File: config.mk
export PLATFORM = sky130hd
export DESIGN_NAME = msg_rx_engine
export DESIGN_NICKNAME = d
export VERILOG_FILES = /design/src/rtl/msg_rx_pkg.sv /design/src/rtl/msg_rx_fifo.sv /design/src/rtl/msg_rx_mask.sv /design/src/rtl/msg_rx_reply.sv /design/src/rtl/msg_rx_engine.sv
export SDC_FILE = /design/constraint.sdc
export NUM_CORES = 1
export LEC_CHECK = 0
export CAP_MARGIN = 20
export CORE_MARGIN = 10
export CORE_UTILIZATION = 30
export CTS_CLUSTER_SIZE = 10
export DETAILED_ROUTE_END_ITERATION = 10
export PLACE_DENSITY_LB_ADDON = 0.08
export SLEW_MARGIN = 0
export SYNTH_ARGS = -nofsm -noshare
export SYNTH_HDL_FRONTEND = slang
export SYNTH_SLANG_ARGS = --single-unit
File: constraint.sdc
create_clock -name clk_i -period 5.75 [get_ports clk_i]
set_clock_uncertainty 0.05 [all_clocks]
set_input_delay 1.725 -clock clk_i [delete_from_list [all_inputs] [get_ports clk_i]]
set_output_delay 1.725 -clock clk_i [all_outputs]
set_load 0.1 [all_outputs]
File: src/rtl/msg_rx_pkg.sv
package msg_rx_pkg;
  typedef enum logic {
    REP_ACK    = 1'b0,
    REP_RESUME = 1'b1
  } rep_kind_e;

  localparam int unsigned SIZE_W = 2;
endpackage

File: src/rtl/msg_rx_fifo.sv
module msg_rx_fifo #(
  parameter int unsigned WIDTH = 8,
  parameter int unsigned DEPTH = 4
) (
  input  logic             clk_i,
  input  logic             rst_ni,
  input  logic             push_i,
  input  logic [WIDTH-1:0] push_data_i,
  input  logic             pop_i,
  output logic [WIDTH-1:0] head_o,
  output logic             empty_o,
  output logic             full_o
);
  localparam int unsigned PTR_W = (DEPTH > 1) ? $clog2(DEPTH) : 1;
  localparam int unsigned CNT_W = $clog2(DEPTH + 1);
  localparam logic [PTR_W-1:0] LAST = PTR_W'(DEPTH - 1);
  localparam logic [CNT_W-1:0] FULL_CNT = CNT_W'(DEPTH);

  logic [WIDTH-1:0] mem_q [DEPTH];
  logic [PTR_W-1:0] wr_q, rd_q;
  logic [CNT_W-1:0] cnt_q;

  assign head_o  = mem_q[rd_q];
  assign empty_o = (cnt_q == '0);
  assign full_o  = (cnt_q == FULL_CNT);

  always_ff @(posedge clk_i) begin
    if (push_i) mem_q[wr_q] <= push_data_i;
  end

  always_ff @(posedge clk_i or negedge rst_ni) begin
    if (!rst_ni) begin
      wr_q  <= '0;
      rd_q  <= '0;
      cnt_q <= '0;
    end else begin
      if (push_i) wr_q <= (wr_q == LAST) ? '0 : wr_q + 1'b1;
      if (pop_i)  rd_q <= (rd_q == LAST) ? '0 : rd_q + 1'b1;
      case ({push_i, pop_i})
        2'b10:   cnt_q <= cnt_q + 1'b1;
        2'b01:   cnt_q <= cnt_q - 1'b1;
        default: cnt_q <= cnt_q;
      endcase
    end
  end


  no_overflow_chk: assert property (@(posedge clk_i) disable iff (!rst_ni)
    push_i |-> !full_o);

  no_underflow_chk: assert property (@(posedge clk_i) disable iff (!rst_ni)
    pop_i |-> !empty_o);
endmodule

File: src/rtl/msg_rx_mask.sv
module msg_rx_mask #(
  parameter int unsigned DATA_W = 32,
  parameter int unsigned WORDS  = 4,
  parameter int unsigned SIZE_W = 2
) (
  input  logic [SIZE_W-1:0]       size_i,
  input  logic [WORDS*DATA_W-1:0] data_i,
  output logic [WORDS*DATA_W-1:0] data_o
);
  for (genvar w = 0; w < WORDS; w++) begin : g_word
    localparam logic [SIZE_W-1:0] IDX = SIZE_W'(w);
    assign data_o[w*DATA_W +: DATA_W] =
      (IDX <= size_i) ? data_i[w*DATA_W +: DATA_W] : '0;
  end
endmodule

File: src/rtl/msg_rx_reply.sv
module msg_rx_reply
  import msg_rx_pkg::*;
#(
  parameter int unsigned SRC_W  = 6,
  parameter int unsigned DATA_W = 32
) (
  input  logic              clk_i,
  input  logic              rst_ni,
  input  logic              deq_i,
  input  logic [SRC_W-1:0]  deq_src_i,
  output logic              slot_free_o,
  input  logic              resume_valid_i,
  input  logic [DATA_W-1:0] resume_data_i,
  output logic              resume_ready_o,
  output logic              rep_valid_o,
  input  logic              rep_ready_i,
  output rep_kind_e         rep_kind_o,
  output logic [SRC_W-1:0]  rep_dst_o,
  output logic [DATA_W-1:0] rep_data_o
);
  logic             ack_pend_q, last_vld_q;
  logic [SRC_W-1:0] ack_dst_q, last_src_q;

  // one acknowledge slot; it is free if empty or draining now
  assign slot_free_o    = !ack_pend_q || rep_ready_i;
  assign resume_ready_o = last_vld_q && !ack_pend_q && rep_ready_i;
  assign rep_valid_o    = ack_pend_q || (resume_valid_i && last_vld_q);
  assign rep_kind_o     = ack_pend_q ? REP_ACK : REP_RESUME;
  assign rep_dst_o      = ack_pend_q ? ack_dst_q : last_src_q;
  assign rep_data_o     = ack_pend_q ? '0 : resume_data_i;

  always_ff @(posedge clk_i or negedge rst_ni) begin
    if (!rst_ni) begin
      ack_pend_q <= 1'b0;
      ack_dst_q  <= '0;
      last_src_q <= '0;
      last_vld_q <= 1'b0;
    end else if (deq_i) begin
      ack_pend_q <= 1'b1;
      ack_dst_q  <= deq_src_i;
      last_src_q <= deq_src_i;
      last_vld_q <= 1'b1;
    end else if (rep_ready_i) begin
      ack_pend_q <= 1'b0;
    end
  end


  ack_follows_recv_chk: assert property (@(posedge clk_i) disable iff (!rst_ni)
    deq_i |=> rep_valid_o && rep_kind_o == REP_ACK && rep_dst_o == $past(deq_src_i));

  ack_hold_chk: assert property (@(posedge clk_i) disable iff (!rst_ni)
    rep_valid_o && rep_kind_o == REP_ACK && !rep_ready_i
      |=> rep_valid_o && rep_kind_o == REP_ACK && $stable(rep_dst_o));

  ack_no_clobber_chk: assert property (@(posedge clk_i) disable iff (!rst_ni)
    deq_i |-> !(rep_valid_o && rep_kind_o == REP_ACK && !rep_ready_i));

  ack_first_chk: assert property (@(posedge clk_i) disable iff (!rst_ni)
    ack_pend_q |-> !resume_ready_o);
endmodule

File: src/rtl/msg_rx_engine.sv
module msg_rx_engine
  import msg_rx_pkg::*;
#(
  parameter int unsigned SRC_W  = 6,
  parameter int unsigned DATA_W = 32,
  parameter int unsigned WORDS  = 4,
  parameter int unsigned DEPTH  = 4
) (
  input  logic                    clk_i,
  input  logic                    rst_ni,
  input  logic                    net_valid_i,
  output logic                    net_ready_o,
  input  logic [SRC_W-1:0]        net_src_i,
  input  logic [SIZE_W-1:0]       net_size_i,
  input  logic [WORDS*DATA_W-1:0] net_data_i,
  input  logic                    recv_req_i,
  output logic                    recv_stall_o,
  output logic                    recv_valid_o,
  output logic [SIZE_W-1:0]       recv_size_o,
  output logic [WORDS*DATA_W-1:0] recv_data_o,
  input  logic                    resume_valid_i,
  input  logic [DATA_W-1:0]       resume_data_i,
  output logic                    resume_ready_o,
  output logic                    rep_valid_o,
  input  logic                    rep_ready_i,
  output logic                    rep_kind_o,
  output logic [SRC_W-1:0]        rep_dst_o,
  output logic [DATA_W-1:0]       rep_data_o
);
  localparam int unsigned PAY_W   = WORDS * DATA_W;
  localparam int unsigned ENTRY_W = SRC_W + SIZE_W + PAY_W;

  logic               q_empty, q_full, q_push, q_pop, slot_free;
  logic [ENTRY_W-1:0] q_head;
  logic [SRC_W-1:0]   head_src;
  logic [SIZE_W-1:0]  head_size;
  logic [PAY_W-1:0]   head_data;
  rep_kind_e          kind;

  assign net_ready_o = !q_full;
  assign q_push      = net_valid_i && !q_full;
  assign q_pop       = recv_req_i && !q_empty && slot_free;
  assign {head_src, head_size, head_data} = q_head;

  assign recv_valid_o = q_pop;
  assign recv_stall_o = recv_req_i && !q_pop;
  assign recv_size_o  = head_size;
  assign rep_kind_o   = logic'(kind);

  msg_rx_fifo #(.WIDTH(ENTRY_W), .DEPTH(DEPTH)) u_fifo (
    .clk_i, .rst_ni,
    .push_i      (q_push),
    .push_data_i ({net_src_i, net_size_i, net_data_i}),
    .pop_i       (q_pop),
    .head_o      (q_head),
    .empty_o     (q_empty),
    .full_o      (q_full)
  );

  msg_rx_mask #(.DATA_W(DATA_W), .WORDS(WORDS), .SIZE_W(SIZE_W)) u_mask (
    .size_i (head_size),
    .data_i (head_data),
    .data_o (recv_data_o)
  );

  msg_rx_reply #(.SRC_W(SRC_W), .DATA_W(DATA_W)) u_reply (
    .clk_i, .rst_ni,
    .deq_i          (q_pop),
    .deq_src_i      (head_src),
    .slot_free_o    (slot_free),
    .resume_valid_i,
    .resume_data_i,
    .resume_ready_o,
    .rep_valid_o,
    .rep_ready_i,
    .rep_kind_o     (kind),
    .rep_dst_o,
    .rep_data_o
  );


  empty_stall_chk: assert property (@(posedge clk_i) disable iff (!rst_ni)
    recv_req_i && q_empty |-> recv_stall_o && !recv_valid_o);
endmodule

Yosys cells after proc, flatten, opt, wreduce, memory -nomap -nowiden
Memories as Yosys holds them, arrays and structs flattened.
Cells that the tools add are included.
{"block": "op_classes", "addsub": 4, "order_cmp": 4, "n_eq_ne": 5, "n_mux": 13, "reduce_logical": 16}
{"operator": "32-bit two-way mux", "count": 5}
{"operator": "1-bit logical AND", "count": 7}
{"operator": "2-bit equality test (second input constant)", "count": 3}
{"operator": "3-bit one-hot mux with 2 select lines", "count": 1}
{"operator": "1-bit two-way mux", "count": 5}
{"operator": "2-bit by 1-bit adder with 2-bit output (second input constant)", "count": 2}
{"operator": "1-bit by 2-bit less-or-equal comparator with 1-bit output (first input constant)", "count": 2}
{"operator": "2-bit less-or-equal comparator (first input constant)", "count": 2}
{"operator": "1-bit zero test", "count": 4}
{"operator": "2-bit two-way mux", "count": 2}
{"operator": "2-bit nonzero test", "count": 2}
{"operator": "3-bit by 1-bit adder with 3-bit output (second input constant)", "count": 1}
{"operator": "3-bit equality test (second input constant)", "count": 1}
{"operator": "3-bit zero test", "count": 1}
{"operator": "3-bit by 1-bit subtractor with 3-bit output (second input constant)", "count": 1}
{"operator": "2-bit by 1-bit equality test with 1-bit output (second input constant)", "count": 1}
{"operator": "1-bit logical OR", "count": 2}
{"block": "totals", "register_bits": 15, "ramBits": 544, "in_bits": 174, "output_inout_bits": 174, "elab_cells": 49, "n_memories": 1}
{"name": "u_fifo.mem_q", "words": 4, "width": 136, "read_ports": 1, "rd_ports_with_merged_regs": 0, "wr": 1, "line": "msg_rx_fifo.sv:19", "source": "logic [WIDTH-1:0] mem_q [DEPTH];"}

Logic depth before layout (Yosys ltp)
{"block": "depth", "ltp_word": 6, "ltp_mapped": 9, "mapped_depth_nobuf": 9}

Hierarchy
From an unflattened synthesis, not the netlist that was laid out.
{"block": "hier_totals", "hier_cells": 956, "hier_area_um2": 21734.6}
{"module": "msg_rx_fifo", "n_inst": 1, "cells_each": 749, "area_per_inst_um2": 20164.3, "seq_area_each_um2": 16510.8}
{"module": "msg_rx_mask", "n_inst": 1, "cells_each": 145, "area_per_inst_um2": 1012.2, "seq_area_each_um2": 0.0}
{"module": "msg_rx_reply", "n_inst": 1, "cells_each": 57, "area_per_inst_um2": 530.5, "seq_area_each_um2": 200.2}
{"module": "msg_rx_engine", "n_inst": 1, "cells_each": 5, "area_per_inst_um2": 27.5, "seq_area_each_um2": 0.0}

Least setup slack after synthesis
No wires, ideal clock.
{"block": "synth_path", "path_type": "input -> register", "start": "in net_valid_i", "end": "mem u_fifo.mem_q[3][0] (netlist bit), enable pin", "setup_ns": 0.512, "t_arrival_ns": 4.902, "t_required_ns": 5.188, "setup_slack_ns": 0.286, "stages": 1, "n_path_buf": 0, "cell_sequence": "and3_1"}
{"block": "synth_between", "elab_chain_cells": 3}
{"item": "start, declared", "line": "msg_rx_engine.sv:11", "source": "input logic net_valid_i,"}
{"item": "1-bit logical AND", "line": "msg_rx_engine.sv:41", "source": "assign q_push = net_valid_i && !q_full;"}
{"item": "1-bit two-way mux", "line": "msg_rx_fifo.sv:28", "source": "if (push_i) mem_q[wr_q] <= push_data_i;"}
{"item": "1-bit two-way mux (not written as such)", "line": "msg_rx_fifo.sv:28"}
{"item": "end, declared", "line": "msg_rx_fifo.sv:19"}
Every way passes these cells.

Final worst setup path
{"block": "layout_path", "start": "reg u_fifo.rd_q[0]", "end": "out recv_data_o[21]"}
{"block": "layout_between", "elab_chain_cells": 3}
{"item": "start, declared", "line": "msg_rx_fifo.sv:20", "source": "logic [PTR_W-1:0] wr_q, rd_q;"}
{"item": "start signal, assigned", "line": "msg_rx_fifo.sv:38", "source": "if (pop_i) rd_q <= (rd_q == LAST) ? '0 : rd_q + 1'b1;"}
{"item": "memory read 4 x 136 bit (*)"}
{"item": "1-bit by 2-bit less-or-equal comparator with 1-bit output", "line": "msg_rx_mask.sv:13", "source": "(IDX <= size_i) ? data_i[w*DATA_W +: DATA_W] : '0;"}
{"item": "32-bit two-way mux (*)", "line": "msg_rx_mask.sv:13"}
{"item": "end, declared", "line": "msg_rx_engine.sv:20", "source": "output logic [WORDS*DATA_W-1:0] recv_data_o,"}
Every way passes the cells marked *; elsewhere a longest branch is shown, timed or not.

==> impl_metrics.toml <==
[global_routing]
total_routing_usage_reported_by_global_routing_pct = 12.9
antenna_found_initial = 4
largest_net_degree_at_the_start_of_global_routing = 66
grt_pass1_wl_um = 78500
number_of_global_route_vias_before_repair = 11372
overflow = 0

[worst_setup_path]
crit_family = "buffers and inverters"
crit_path_top_delay_cell = "sky130_fd_sc_hd__clkdlybuf4s50_1"
crit_path_max_fanout = 22
worst_r2r_startpoint = "u_reply.ack_pend_q$_DFFE_PN0P_"
cp-end-kind = "output pin"
largest_stage_delay_worst_path_ns = 1.00
rr_endpoint = "u_fifo.cnt_q[2]$_DFFE_PN0P_"
worst-path-stages = 3
setup.reg_to_reg.worst_slack_ns = 3.07
critical_path.n_buffers_inverters = 2
reg2reg_depth = 8
worst_ep_arrival_time_ns = 3.24
worstPathCellList = "buf_4, mux4_2, clkdlybuf4s50_1"
path_class = "reg -> out"
worst_ep_required_time_ns = 3.97
start_kind = "flop"

[routing]
detail_route.wirelength.met1_um = 21800
drt_first_pass_iters = 4
met3_wirelength_um = 3330
top_layer_used = "met5"
detailedRoute.firstIterationViolations = 553
wl_um = 53300
routed_wire_per_std_cell_um = 23.4
route.met2.wl_um = 27200
drc_errors = 0
vias = 10226
antenna_left = 0
route.detailed.vias_per_inst = 4.49

[cts]
cts_tree = "done"
cts_htree_levels = 3
clock_path_buffers = 3
postCtsSetupRepairBufs = 0
cts.sink_count = 559
root_buffer = "sky130_fd_sc_hd__clkbuf_16"
clock_transition_at_the_registers_of_the_reported_paths_ns = 0.05
numCtsBuffers = 67
cts.hold.buffers_added = 0
skew_pair_late_insertion_delay_ns = 0.57
post_cts_resize_count = 0

[layout]
proportion_of_layout_cells_with_a_drive_suffix_above_1_pct = 30.4
area_added_between_synthesis_and_finish_pct = 31.0
fillCellCount = 6400
final_net_count = 1488

[synthesis]
avgSynthCellArea_um2 = 23.1
synth.ff_latch_count = 559
yosysUniqueCellTypes = 29
seq_area_frac_synth_pct = 78.7
yosys_warnings = 0
syn-num-nets = 1100
syn-instance-count = 919
netlist_area_um2 = 21200

[floorplan]
area_of_the_die_um2 = 81900
initial_utilization_pct = 30.3
fp.dieW_um = 286
design.core.area_um2 = 70100
rows = 97
die-height_um = 286
ioPinCount = 348

[flow_run]
max_cap_viol_count = 0

[hold_path]
min_path_cells = 1
hold_class = "reg -> reg"
worst_hold_path.endpoint = "u_fifo.cnt_q[2]$_DFFE_PN0P_"
min-delay-start = "u_fifo.cnt_q[2]$_DFFE_PN0P_"

[sta]
tns_ns = 0
finalWorstPathRequiredPeriod_ns = 5.01
finalWorstSetupSlack_ns = 0.739
hold_violations_final = 0
timing.max_slew.rel_slack_pct = 26.2
period_utilization_pct = 87.1
timing.fmax_mhz = 200
setup_violations = 0
final_max_slew_viol_count = 0
setup_repair_after_global_routing_missed_its_margin = "no"
max_slew.worst_pin.slew_ns = 1.10

[placed_design]
gp_routability_congestion = 0.732
port_buffers = 347
place_ws_ns = 1.01
dp_hpwl_um = 32700

[outcome]
status = "completed"
[cell usage in the layout (no fill, tap or decap), types with 10 or more instances in the layout]
cell type,Yosys,layout
sky130_fd_sc_hd__clkbuf_16,0,69
sky130_fd_sc_hd__buf_4,13,133
sky130_fd_sc_hd__mux2_2,10,10
sky130_fd_sc_hd__and2_1,33,33
sky130_fd_sc_hd__mux4_2,136,136
sky130_fd_sc_hd__nor2b_1,65,65
sky130_fd_sc_hd__and3_1,37,33
sky130_fd_sc_hd__buf_12,1,42
sky130_fd_sc_hd__edfxtp_1,544,544
sky130_fd_sc_hd__clkdlybuf4s50_1,0,193
sky130_fd_sc_hd__dfrtp_1,15,13
sky130_fd_sc_hd__clkbuf_1,12,17
[per-stage QoR]
step	util, %	hold slack (ns)	cell area [um^2]	std cells
final	39.7	0.436	27800	2275
after global routing	39.7	0.454	27800	2274
after CTS	39.7	0.437	27800	2274
after detailed placement	37.0	0.430	25900	2178
after global placement	37.0	0.440	25900	2178
after floorplan	-	0.405	21200	919
[metal layers]
layer  GRT usage (%)  vias up
li1                -     4551
met1            15.5     5317
met2            22.0      280
met3            3.86       70
met4            3.92        8
met5               0        -
[final cells by class]
class,count,area (um^2),share of cell area [%]
Inverter,8,30.0,0.108
Clock buffer,88,1820,6.53
Sequential cell,559,16700,60.1
Tap cell,940,1180,4.23
Timing Repair Buffer,368,3770,13.5
Multi-Input combinational cell,303,4240,15.2
Antenna cell,1,2.50,0.00899
Clock inverter,8,81.3,0.292
[state kept, by name, indices dropped and copies added, names as in the netlist]
name	flops
u_fifo.mem_q	544
u_reply.ack_dst_q	6
u_fifo.cnt_q	3
u_fifo.rd_q	2
u_fifo.wr_q	2
u_reply.ack_pend_q	1
u_reply.last_vld_q	1
[worst max path at each step]
stage                                          start                      endpoint
after floorplan                          net_valid_i  u_fifo.mem_q[3][0]$_DFFE_PP_
after global placement                   rep_ready_i                  recv_valid_o
after detailed placement                  recv_req_i                  recv_valid_o
after CTS                 u_fifo.rd_q[0]$_DFFE_PN0P_               recv_data_o[48]
after global routing      u_fifo.rd_q[0]$_DFFE_PN0P_               recv_data_o[48]
final                     u_fifo.rd_q[0]$_DFFE_PN0P_               recv_data_o[21]
[Yosys cell counts]
cell                         n  area [um^2]
sky130_fd_sc_hd__a21oi_1     1         5.00
sky130_fd_sc_hd__and2_1     33          206
sky130_fd_sc_hd__and3_1     37          231
sky130_fd_sc_hd__buf_1       4         15.0
sky130_fd_sc_hd__buf_12      1         20.0
sky130_fd_sc_hd__buf_2      10         50.1
sky130_fd_sc_hd__buf_4      13         97.6
sky130_fd_sc_hd__buf_6       2         22.5
sky130_fd_sc_hd__buf_8       1         15.0
sky130_fd_sc_hd__clkbuf_1   12         45.0
sky130_fd_sc_hd__clkbuf_2    6         30.0
sky130_fd_sc_hd__dfrtp_1    15          375
sky130_fd_sc_hd__edfxtp_1  544        16300
sky130_fd_sc_hd__fa_1        1         20.0
sky130_fd_sc_hd__ha_1        6         75.1
sky130_fd_sc_hd__inv_1       8         30.0
sky130_fd_sc_hd__mux2_2     10          113
sky130_fd_sc_hd__mux2i_1     1         10.0
sky130_fd_sc_hd__mux4_2    136         3060
sky130_fd_sc_hd__nand2_1     2         7.51
sky130_fd_sc_hd__nor2_1      3         11.3
sky130_fd_sc_hd__nor2_2      1         6.26
sky130_fd_sc_hd__nor2b_1    65          407
sky130_fd_sc_hd__o21ai_0     1         5.00
sky130_fd_sc_hd__o31ai_1     1         7.51
sky130_fd_sc_hd__or2_2       1         6.26
sky130_fd_sc_hd__or3b_1      1         8.76
sky130_fd_sc_hd__xnor2_1     1         8.76
sky130_fd_sc_hd__xor2_1      2         17.5
[kinds of logic after synthesis]
logic type	Yosys count	synth area share, %
muxes	147	15.0
and+or+nand+nor	143	4.16
adders and majority gates	7	0.448
xor gates and xnor gates	3	0.124
DFF	559	78.7
AOI/OAI and AO/OA	3	0.0824
buffers and inverters	57	1.53
Power is left out: the tool's default activity adds up to more than one toggle a clock period on the data nets, which glitch-free logic cannot reach.
